==> src/rtl/apg_pkg.sv <==
package apg_pkg;
    localparam int NCH   = 3;
    localparam int NALM  = 2;
    localparam int TW    = 64;
    localparam int PW_W  = 5;
    localparam int IV_W  = 32;
    localparam int AW    = 3;
    localparam int DW    = 32;
    localparam int EVW   = 32;
    localparam int CW    = NCH * 8;

    localparam logic [AW-1:0] A_ALM_BASE = 3'd0;
    localparam logic [AW-1:0] A_CTRL     = 3'd4;
    localparam logic [AW-1:0] A_IV_BASE  = 3'd5;

    typedef struct packed {
        logic            dis;
        logic            gate;
        logic            alm_sel;
        logic [PW_W-1:0] width;
    } chan_cfg_t;

    function automatic int alm_evt_bit(input int j);
        return 16 + j;
    endfunction

    function automatic int ch_evt_bit(input int i);
        return 7 - i;
    endfunction
endpackage

==> src/rtl/apg_regs.sv <==
module apg_regs
    import apg_pkg::*;
(
    input  logic                      clk,
    input  logic                      rst,
    input  logic                      wr_en,
    input  logic [AW-1:0]             wr_addr,
    input  logic [DW-1:0]             wr_data,
    output logic [NALM-1:0][TW-1:0]   alm_val,
    output logic [NALM-1:0]           alm_commit,
    output logic [CW-1:0]             ctrl,
    output logic [NCH-1:0][IV_W-1:0]  ival
);
    logic [NALM-1:0][DW-1:0] shadow_q;

    for (genvar j = 0; j < NALM; j++) begin : g_alm
        localparam logic [AW-1:0] LO = A_ALM_BASE + AW'(2*j);
        localparam logic [AW-1:0] HI = A_ALM_BASE + AW'(2*j + 1);
        assign alm_commit[j] = wr_en && (wr_addr == HI);
        always_ff @(posedge clk) begin
            if (rst) begin
                shadow_q[j] <= '0;
                alm_val[j]  <= '1;
            end else begin
                if (wr_en && wr_addr == LO) shadow_q[j] <= wr_data;
                if (alm_commit[j])          alm_val[j]  <= {wr_data, shadow_q[j]};
            end
        end
    end

    always_ff @(posedge clk) begin
        if (rst) begin
            for (int i = 0; i < NCH; i++) ctrl[8*i +: 8] <= 8'h80;
        end else if (wr_en && wr_addr == A_CTRL) begin
            ctrl <= wr_data[CW-1:0];
        end
    end

    for (genvar i = 0; i < NCH; i++) begin : g_iv
        always_ff @(posedge clk) begin
            if (rst)                                        ival[i] <= '1;
            else if (wr_en && wr_addr == A_IV_BASE + AW'(i)) ival[i] <= wr_data;
        end
    end
endmodule

==> src/rtl/apg_alarm.sv <==
module apg_alarm
    import apg_pkg::*;
(
    input  logic          clk,
    input  logic          rst,
    input  logic [TW-1:0] time_i,
    input  logic [TW-1:0] val_i,
    input  logic          commit_i,
    output logic          hit_o
);
    logic fired_q;
    logic match;

    assign match = !(&val_i) && !fired_q && (time_i >= val_i);

    always_ff @(posedge clk) begin
        if (rst) begin
            fired_q <= 1'b0;
            hit_o   <= 1'b0;
        end else begin
            hit_o <= match;
            if (commit_i)   fired_q <= 1'b0;
            else if (match) fired_q <= 1'b1;
        end
    end

    assert_alarm_once_R3: assert property (@(posedge clk) disable iff (rst)
        (hit_o && !$past(commit_i)) |=> !hit_o);
endmodule

==> src/rtl/apg_channel.sv <==
module apg_channel
    import apg_pkg::*;
#(
    parameter int TICK_W = 10
) (
    input  logic              clk,
    input  logic              rst,
    input  logic [TW-1:0]     time_i,
    input  logic [TICK_W-1:0] tick_i,
    input  logic              ps_en_i,
    input  chan_cfg_t         cfg_i,
    input  logic [IV_W-1:0]   ival_i,
    input  logic              trig_i,
    input  logic [TW-1:0]     trig_time_i,
    output logic              fire_o,
    output logic              pulse_o
);
    logic            armed_q;
    logic [TW-1:0]   next_q;
    logic            out_q;
    logic [PW_W-1:0] cnt_q;
    logic            enabled;
    logic            due;
    logic [TW-1:0]   step;

    assign enabled = !cfg_i.dis && !(&ival_i);
    assign due     = armed_q && (time_i >= next_q);
    assign step    = TW'(ival_i) + TW'(tick_i);

    always_ff @(posedge clk) begin
        if (rst || !enabled) begin
            armed_q <= 1'b0;
            next_q  <= '0;
            out_q   <= 1'b0;
            cnt_q   <= '0;
            fire_o  <= 1'b0;
        end else begin
            fire_o <= due;
            if (trig_i) begin
                armed_q <= 1'b1;
                next_q  <= trig_time_i;
            end else if (due) begin
                next_q  <= next_q + step;
            end
            if (due) begin
                out_q <= (cfg_i.width != '0);
                cnt_q <= cfg_i.width;
            end else if (out_q && ps_en_i) begin
                if (cnt_q <= PW_W'(1)) begin
                    out_q <= 1'b0;
                    cnt_q <= '0;
                end else begin
                    cnt_q <= cnt_q - PW_W'(1);
                end
            end
        end
    end

    assign pulse_o = out_q && !cfg_i.dis && !cfg_i.gate;

    assert_disable_quiet_R7: assert property (@(posedge clk) disable iff (rst)
        cfg_i.dis |=> (!fire_o && !pulse_o));

    assert_ones_interval_idle_R8: assert property (@(posedge clk) disable iff (rst)
        (&ival_i) |=> !fire_o);

    assert_arm_from_trigger_R4: assert property (@(posedge clk) disable iff (rst)
        $rose(armed_q) |-> $past(trig_i));
endmodule

==> src/rtl/apg_top.sv <==
module apg_top
    import apg_pkg::*;
#(
    parameter int TICK_W = 10
) (
    input  logic              clk,
    input  logic              rst,
    input  logic              wr_en,
    input  logic [AW-1:0]     wr_addr,
    input  logic [DW-1:0]     wr_data,
    input  logic [TW-1:0]     time_i,
    input  logic [TICK_W-1:0] tick_ns,
    input  logic              ps_en,
    output logic [NCH-1:0]    pulse_o,
    output logic [EVW-1:0]    evt_o
);
    logic [NALM-1:0][TW-1:0]  alm_val;
    logic [NALM-1:0]          alm_commit;
    logic [NALM-1:0]          alm_hit;
    logic [CW-1:0]            ctrl;
    logic [NCH-1:0][IV_W-1:0] ival;
    logic [NCH-1:0]           ch_fire;

    apg_regs u_regs (
        .clk(clk), .rst(rst), .wr_en(wr_en), .wr_addr(wr_addr), .wr_data(wr_data),
        .alm_val(alm_val), .alm_commit(alm_commit), .ctrl(ctrl), .ival(ival)
    );

    for (genvar j = 0; j < NALM; j++) begin : g_alarm
        apg_alarm u_alm (
            .clk(clk), .rst(rst), .time_i(time_i), .val_i(alm_val[j]),
            .commit_i(alm_commit[j]), .hit_o(alm_hit[j])
        );
    end

    for (genvar i = 0; i < NCH; i++) begin : g_chan
        chan_cfg_t cfg;
        assign cfg = chan_cfg_t'(ctrl[8*i +: 8]);
        apg_channel #(.TICK_W(TICK_W)) u_ch (
            .clk(clk), .rst(rst), .time_i(time_i), .tick_i(tick_ns), .ps_en_i(ps_en),
            .cfg_i(cfg), .ival_i(ival[i]),
            .trig_i(alm_hit[cfg.alm_sel]), .trig_time_i(alm_val[cfg.alm_sel]),
            .fire_o(ch_fire[i]), .pulse_o(pulse_o[i])
        );
    end

    always_comb begin
        evt_o = '0;
        for (int j = 0; j < NALM; j++) evt_o[alm_evt_bit(j)] = alm_hit[j];
        for (int i = 0; i < NCH; i++)  evt_o[ch_evt_bit(i)]  = ch_fire[i];
    end
endmodule

==> config.mk <==
export PLATFORM = sky130hd
export DESIGN_NAME = apg_top
export DESIGN_NICKNAME = d
export VERILOG_FILES = /design/src/rtl/apg_pkg.sv /design/src/rtl/apg_regs.sv /design/src/rtl/apg_alarm.sv /design/src/rtl/apg_channel.sv /design/src/rtl/apg_top.sv
export SDC_FILE = /design/constraint.sdc
export NUM_CORES = 2
export LEC_CHECK = 0
export BUFFER_PORTS_ARGS = -buffer_cell sky130_fd_sc_hd__buf_2
export CORE_AREA = 2 2 285 287
export CTS_CLUSTER_DIAMETER = 50
export DETAILED_ROUTE_END_ITERATION = 8
export DIE_AREA = 0 0 287 289
export PLACE_DENSITY = 0.77
export SYNTH_ARGS = -nofsm -noshare
export SYNTH_HDL_FRONTEND = slang
export SYNTH_SLANG_ARGS = --single-unit
export TNS_END_PERCENT = 20
==> constraint.sdc <==
create_clock -name clk -period 7.6 [get_ports clk]
set_clock_uncertainty 0.1 [all_clocks]
set_input_delay 0.76 -clock clk [delete_from_list [all_inputs] [get_ports clk]]
set_output_delay 0.76 -clock clk [all_outputs]
set_load 0.03 [all_outputs]
* Word-level counts from Yosys, hierarchy flattened
Index checks and enable logic that the tools add are counted.
** Word-level totals
- Bits in registers :: 532
- Bits in latches :: 0
- Memory bits (writable) :: 0
- Bits in read-only memories :: 0
- Input bits :: 113
- Output and inout port bits :: 35
- Logic and storage cells :: 159
- Memories kept :: 0
** Operators by class
- Add/sub/neg operators :: 9
- Multipliers :: 0
- Divide/modulo/power cells :: 0
- Order comparisons :: 11
- Eq/ne operators :: 7
- Shift-type cells :: 0
- Mux-type cells :: 36
- Bitwise logic cells :: 0
- Reductions and logical operators :: 69
** Operators with widths (count)
- $mux W64 :: 12
- $ge A64 B64 Y1 :: 5
- $add A64 B64 Y64 :: 3
- $reduce_and A64 Y1 :: 2
- $add A32 B10 Y33 :: 3
- $reduce_and A32 Y1 :: 3
- $mux W5 :: 9
- $logic_and A1 B1 Y1 :: 27
- $reduce_bool A2 Y1 :: 9
- $logic_not A1 Y1 :: 16
- $le A5 B1 Y1 const B :: 3
- $mux W1 :: 15
- $reduce_bool A5 Y1 :: 3
- $sub A5 B1 Y5 const B :: 3
- $eq A3 B3 Y1 const B :: 4
- $eq A3 B2 Y1 const B :: 2
- $lt A1 B2 Y1 const B :: 3
- $reduce_and A2 Y1 :: 3
- $reduce_or A2 Y1 :: 2
- $eq A3 B1 Y1 const B :: 1
- $logic_not A3 Y1 :: 1
- $logic_or A1 B1 Y1 :: 3

* Longest topological paths before layout
- Depth in word-level cells :: 5
- Gate-level depth with buffers :: 28
- Depth with buffers taken out :: 24

* Hierarchy
A second synthesis with hierarchy kept.
** Second synthesis, totals
- Cell total of the unflattened synthesis :: 4707
- Area total of the unflattened synthesis :: 40306.2 sq um
** Modules (own cells, without submodules)
- apg_channel (g_chan[1].u_ch ...) :: instances 2, cells an instance 930, area each 7383.3 sq um, sequential area each 1441.4 sq um
- apg_regs :: instances 1, cells an instance 1159, area each 11981.5 sq um, sequential area each 6246.0 sq um
- apg_channel (g_chan[0].u_ch) :: instances 1, cells an instance 944, area each 7359.6 sq um, sequential area each 1441.4 sq um
- apg_alarm :: instances 2, cells an instance 250, area each 1789.2 sq um, sequential area each 40.0 sq um
- apg_top :: instances 1, cells an instance 244, area each 2620.0 sq um, sequential area each 0.0 sq um

* Worst setup path before layout
No wires, ideal clock.
- Path kind :: input -> register
- From :: input port tick_ns[0]
- To :: register g_chan[2].u_ch.next_q[59]
- Setup time :: 86 ps
- Arrival time :: 5703 ps
- Data required time :: 7414 ps
- Path slack :: 1712 ps
- Stages on the path :: 26
- Buffers on the path :: 2
- Cell sequence :: ha_1 > inv_1 > fa_1 > inv_1 > a21oi_1 > o21ai_0 > a21oi_1 > o21ai_0 > a21o_1 > a21o_1 > a21o_1 > clkbuf_1 > nand3_1 > xnor2_1 > ha_1 > and3_1 > and2_1 > nand3_1 > o31a_1 > o31ai_1 > a41o_1 > and4_1 > buf_2 > or4b_1 > xnor2_1 > a211oi_1
** On the way
- Longest elaborated chain between the ends :: 4
** Ends and longest elaborated chain
- start, declared :: line apg_top.sv:12 : input logic [TICK_W-1:0] tick_ns,
- $add A32 B10 Y33 :: line apg_channel.sv:28 : assign step = TW'(ival_i) + TW'(tick_i);
- $add A64 B64 Y64 :: line apg_channel.sv:43 : next_q <= next_q + step;
- $mux W64 :: line apg_channel.sv:42 : end else if (due) begin
- $mux W64 :: line apg_channel.sv:39 : if (trig_i) begin
- end signal, assigned :: line apg_channel.sv:41 : next_q <= trig_time_i;
- end signal, assigned :: line apg_channel.sv:43
- end, declared :: line apg_channel.sv:19 : logic [TW-1:0] next_q;
No other way between the ends. The select of a mux whose other input is x is not followed.
A chain may end at the register's enable or synchronous reset.

* Final worst setup path
- From :: register u_regs.ival[64] (netlist bit)
- To :: register g_chan[2].u_ch.next_q[63]
** On the way
- Longest elaborated chain between the ends :: 5
- Elaborated cells between the ends (all ways) :: 9
- Those cells by class :: add/sub (2); mux (2); reduce/logical (5)
** Ends and longest elaborated chain
- start, declared :: line apg_regs.sv:12 : output logic [NCH-1:0][IV_W-1:0] ival
- start signal, assigned by index :: line apg_regs.sv:42 : else if (wr_en && wr_addr == A_IV_BASE + AW'(i)) ival[i] <= wr_data;
- branches (longest 5 deep; another with $add A64 B64 Y64)
Parallel ways; which one is timed is not known. The select of a mux whose other input is x is not followed.

==> flow_summary.ini <==
[run_status]
outcome = complete, no violations

[cells_and_area]
num-nets-final = 5589
area_growth_pct = 9.68
layout_common_cells = nand2_1 (847), dfxtp_1 (529), ha_1 (455)
multi_input_area_sq_mm = 0.0264
fill_cells = 7486
layout_commonest_cell = nand2_1
final_area_sq_mm = 0.0434
seq_area_sq_mm = 0.0107
drive_gt1_share_pct = 6.64

[sta]
setup_ws_ps = 937
period_minus_slack_ps = 6660
max_freq_mhz = 150
max-slew-margin-rel_pct = 21.2
rsz0062_at_grt = false
tns_ps = 0
finalMaxSlewViolations = 0
setup_violations = 0
tightestPinTransition_ps = 1170
layout_worst_path_cycle_share_pct = 87.7
hold_viol = 0

[synthesis]
ys_seq_elements = 532
yosys_most_used_dff = dfxtp_1
ys_types = 75
yosysWarnings = 0
synth_edf_count = 0
netlist_instances = 5059
syn_area_per_cell_sq_um = 7.83
ys_seq_area_share_pct = 26.9
async_flop_share_pct = 0
syn_area_sq_mm = 0.0396

[setup_path]
crit_chain = ha_1 > inv_1 > fa_1 > inv_1 > a21oi_1 > o21ai_0 > a21oi_1 > o21ai_0 > a21o_1 > a21o_1 > a21o_1 > nand3_1 > xnor2_1 > ha_1 > and3_1 > and2_1 > nand3_1 > o31a_1 > o31ai_1 > a41o_1 > and4_1 > or4b_1 > xnor2_1 > a211oi_1
max_stage_delay_ps = 540
critical-path-top-delay-family = compound AO/OA/AOI/OAI gates
worstPathArrival_ps = 7090
path_buf_inv = 2
worstPathRequired_ps = 8030
crit_path_end_kind = flop
start_kind = flop
cp_slowest_cell = o31ai_1
critPathMaxFanout = 10
crit_type = flop to flop
critical_path.most_common_cell = a21o_1

[floorplanning]
start_util_pct = 49.6
num_rows = 104
fp.dieH_um = 289
design.die.area_sq_mm = 0.0829
die_w_um = 287
ioPinCount = 148
core_sq_mm = 0.0799

[routing]
dr_total_vias = 38380
drc = 0
via_per_inst = 6.25
routedWlPerCell_um = 23.1
firstDrtPassIters = 7
routed_wl_mm = 142
ant_nets = 0
drt_iter0_drc = 4035

[clocking]
ctsHoldBuffers = 0
clk_latency_ps = 650
cts_resized = 0
clk_pin_slew_ps = 60
cts-htree-levels = 3
cts_setup_buffers = 0
clkSinkCount = 532
cts_buffer_depth = 3
numCtsBuffers = 75
clock-root-buffer = clkbuf_16
cts_tree = yes

[place]
placed_area_sq_mm = 0.0407
gp_congestion = 0.989
io_buffers = 120
pre_cts_ws_ps = 629
hpwl_mm = 104

[global_route]
grt-ovfl-total = 0
grt_pass1_wl_mm = 213
track_usage_pct = 33.4
antenna_found_initial = 7
grt_pass1_vias = 35723
grt_max_degree = 203

[power]
leakage_nw = 19.6
power_mw = 8.23
vdd_ir_drop_max_mv = 0.174
power_density_mw_per_mm2 = 189

[run]
cap_viol_max_count = 0

[hold_path]
worstHoldPathType = flop to flop
-- power breakdown --
group          internal, mW  switching [mW]  leakage [nW]
Combinational         0.526           0.949          13.9
Clock                  2.34            1.49          1.31
Sequential             2.84          0.0730          4.32
-- sequential cells by signal, indices dropped and copies added (netlist names) --
register and flops:
g_alarm.u_alm.fired_q 2, g_alarm.u_alm.hit_o 2, g_chan.u_ch.armed_q 3, g_chan.u_ch.cnt_q 15, g_chan.u_ch.fire_o 3, g_chan.u_ch.next_q 192
g_chan.u_ch.out_q 3, u_regs.alm_val 128, u_regs.ctrl 24, u_regs.ival 96, u_regs.shadow_q 64
-- path summary, 6_finish.rpt --
kind,from,endpoint,slack [ps],cells past startpoint
min,g_alarm[0].u_alm.fired_q,g_alarm[0].u_alm.hit_o,320,1
max reg2reg,u_regs.ival[64],g_chan[2].u_ch.next_q[63],940,24
min reg2reg,g_alarm[0].u_alm.fired_q,g_alarm[0].u_alm.hit_o,320,1
max,u_regs.ival[64],g_chan[2].u_ch.next_q[63],940,24
-- area by class of cell --
cell class | count | share of cell area [%]
multi-input combinational | 3868 | 60.8
sequential | 532 | 24.5
clock buffer | 87 | 4.61
inverter | 376 | 3.25
tap | 1060 | 3.05
timing repair buffer | 162 | 2.16
clock inverter | 51 | 1.58
antenna | 6 | 0.0346
-- per-layer routing --
metal  part of all wire [%]  routed length (um)  global-route usage [%]
met1                     39               54800                    40.0
met2                     44               62600                    53.0
met3                    9.3               13200                    7.56
met4                    8.0               11400                    23.6
met5                  0.077                 109                   0.739
-- synth_stat cells (8+ instances only) --
cell type / count / area, sq um
xnor2_1: 202 / 1770
a21oi_1: 324 / 1620
a2111oi_0: 8 / 70.1
nor2_1: 257 / 965
buf_4: 59 / 443
nand3_1: 109 / 546
o21ai_0: 146 / 731
a211o_1: 71 / 622
inv_1: 376 / 1410
mux2i_1: 106 / 1060
a311oi_1: 25 / 219
nor2b_1: 42 / 263
buf_1: 14 / 52.6
dfxtp_1: 532 / 10700
o211ai_1: 21 / 158
o31ai_1: 9 / 67.6
o21bai_1: 16 / 120
a31oi_1: 30 / 188
nor4_1: 33 / 206
nand2_1: 848 / 3180
or3_1: 15 / 93.8
xor2_1: 48 / 420
o21a_1: 16 / 120
and4_1: 23 / 201
a211oi_1: 190 / 1430
nand4_1: 135 / 845
and3_1: 49 / 307
a221oi_1: 21 / 184
o211a_1: 118 / 1180
nor3_1: 67 / 335
a21o_1: 122 / 916
clkbuf_1: 234 / 878
and2_1: 15 / 93.8
o22ai_1: 21 / 131
nand3b_1: 167 / 1250
nand2b_1: 27 / 169
ha_1: 455 / 5690
-- kinds of logic (layout without fill, tap and decap cells) --
family / after synthesis / count (layout) / synth area share (%)
and+or+nand+nor: 1815 / 1815 / 21.9
buffers and inverters: 685 / 676 / 7.07
other: 1 / 33 / 0.00947
muxes: 111 / 111 / 2.82
DFF: 532 / 532 / 26.9
adders and majority gates: 461 / 461 / 14.7
AOI/OAI and AO/OA: 1204 / 1204 / 21.1
xor gates and xnor gates: 250 / 250 / 5.53
-- per-stage QoR --
stage,hold WS (ps),cells,util (%)
5_1_grt,348,6136,54.4
3_5_place_dp,319,5998,51.0
4_1_cts,322,6136,54.4
6_report,318,6142,54.4
2_1_floorplan,298,5085,-
3_3_place_gp,309,5998,51.0
Note: power is estimated with default switching activity, not from simulation.
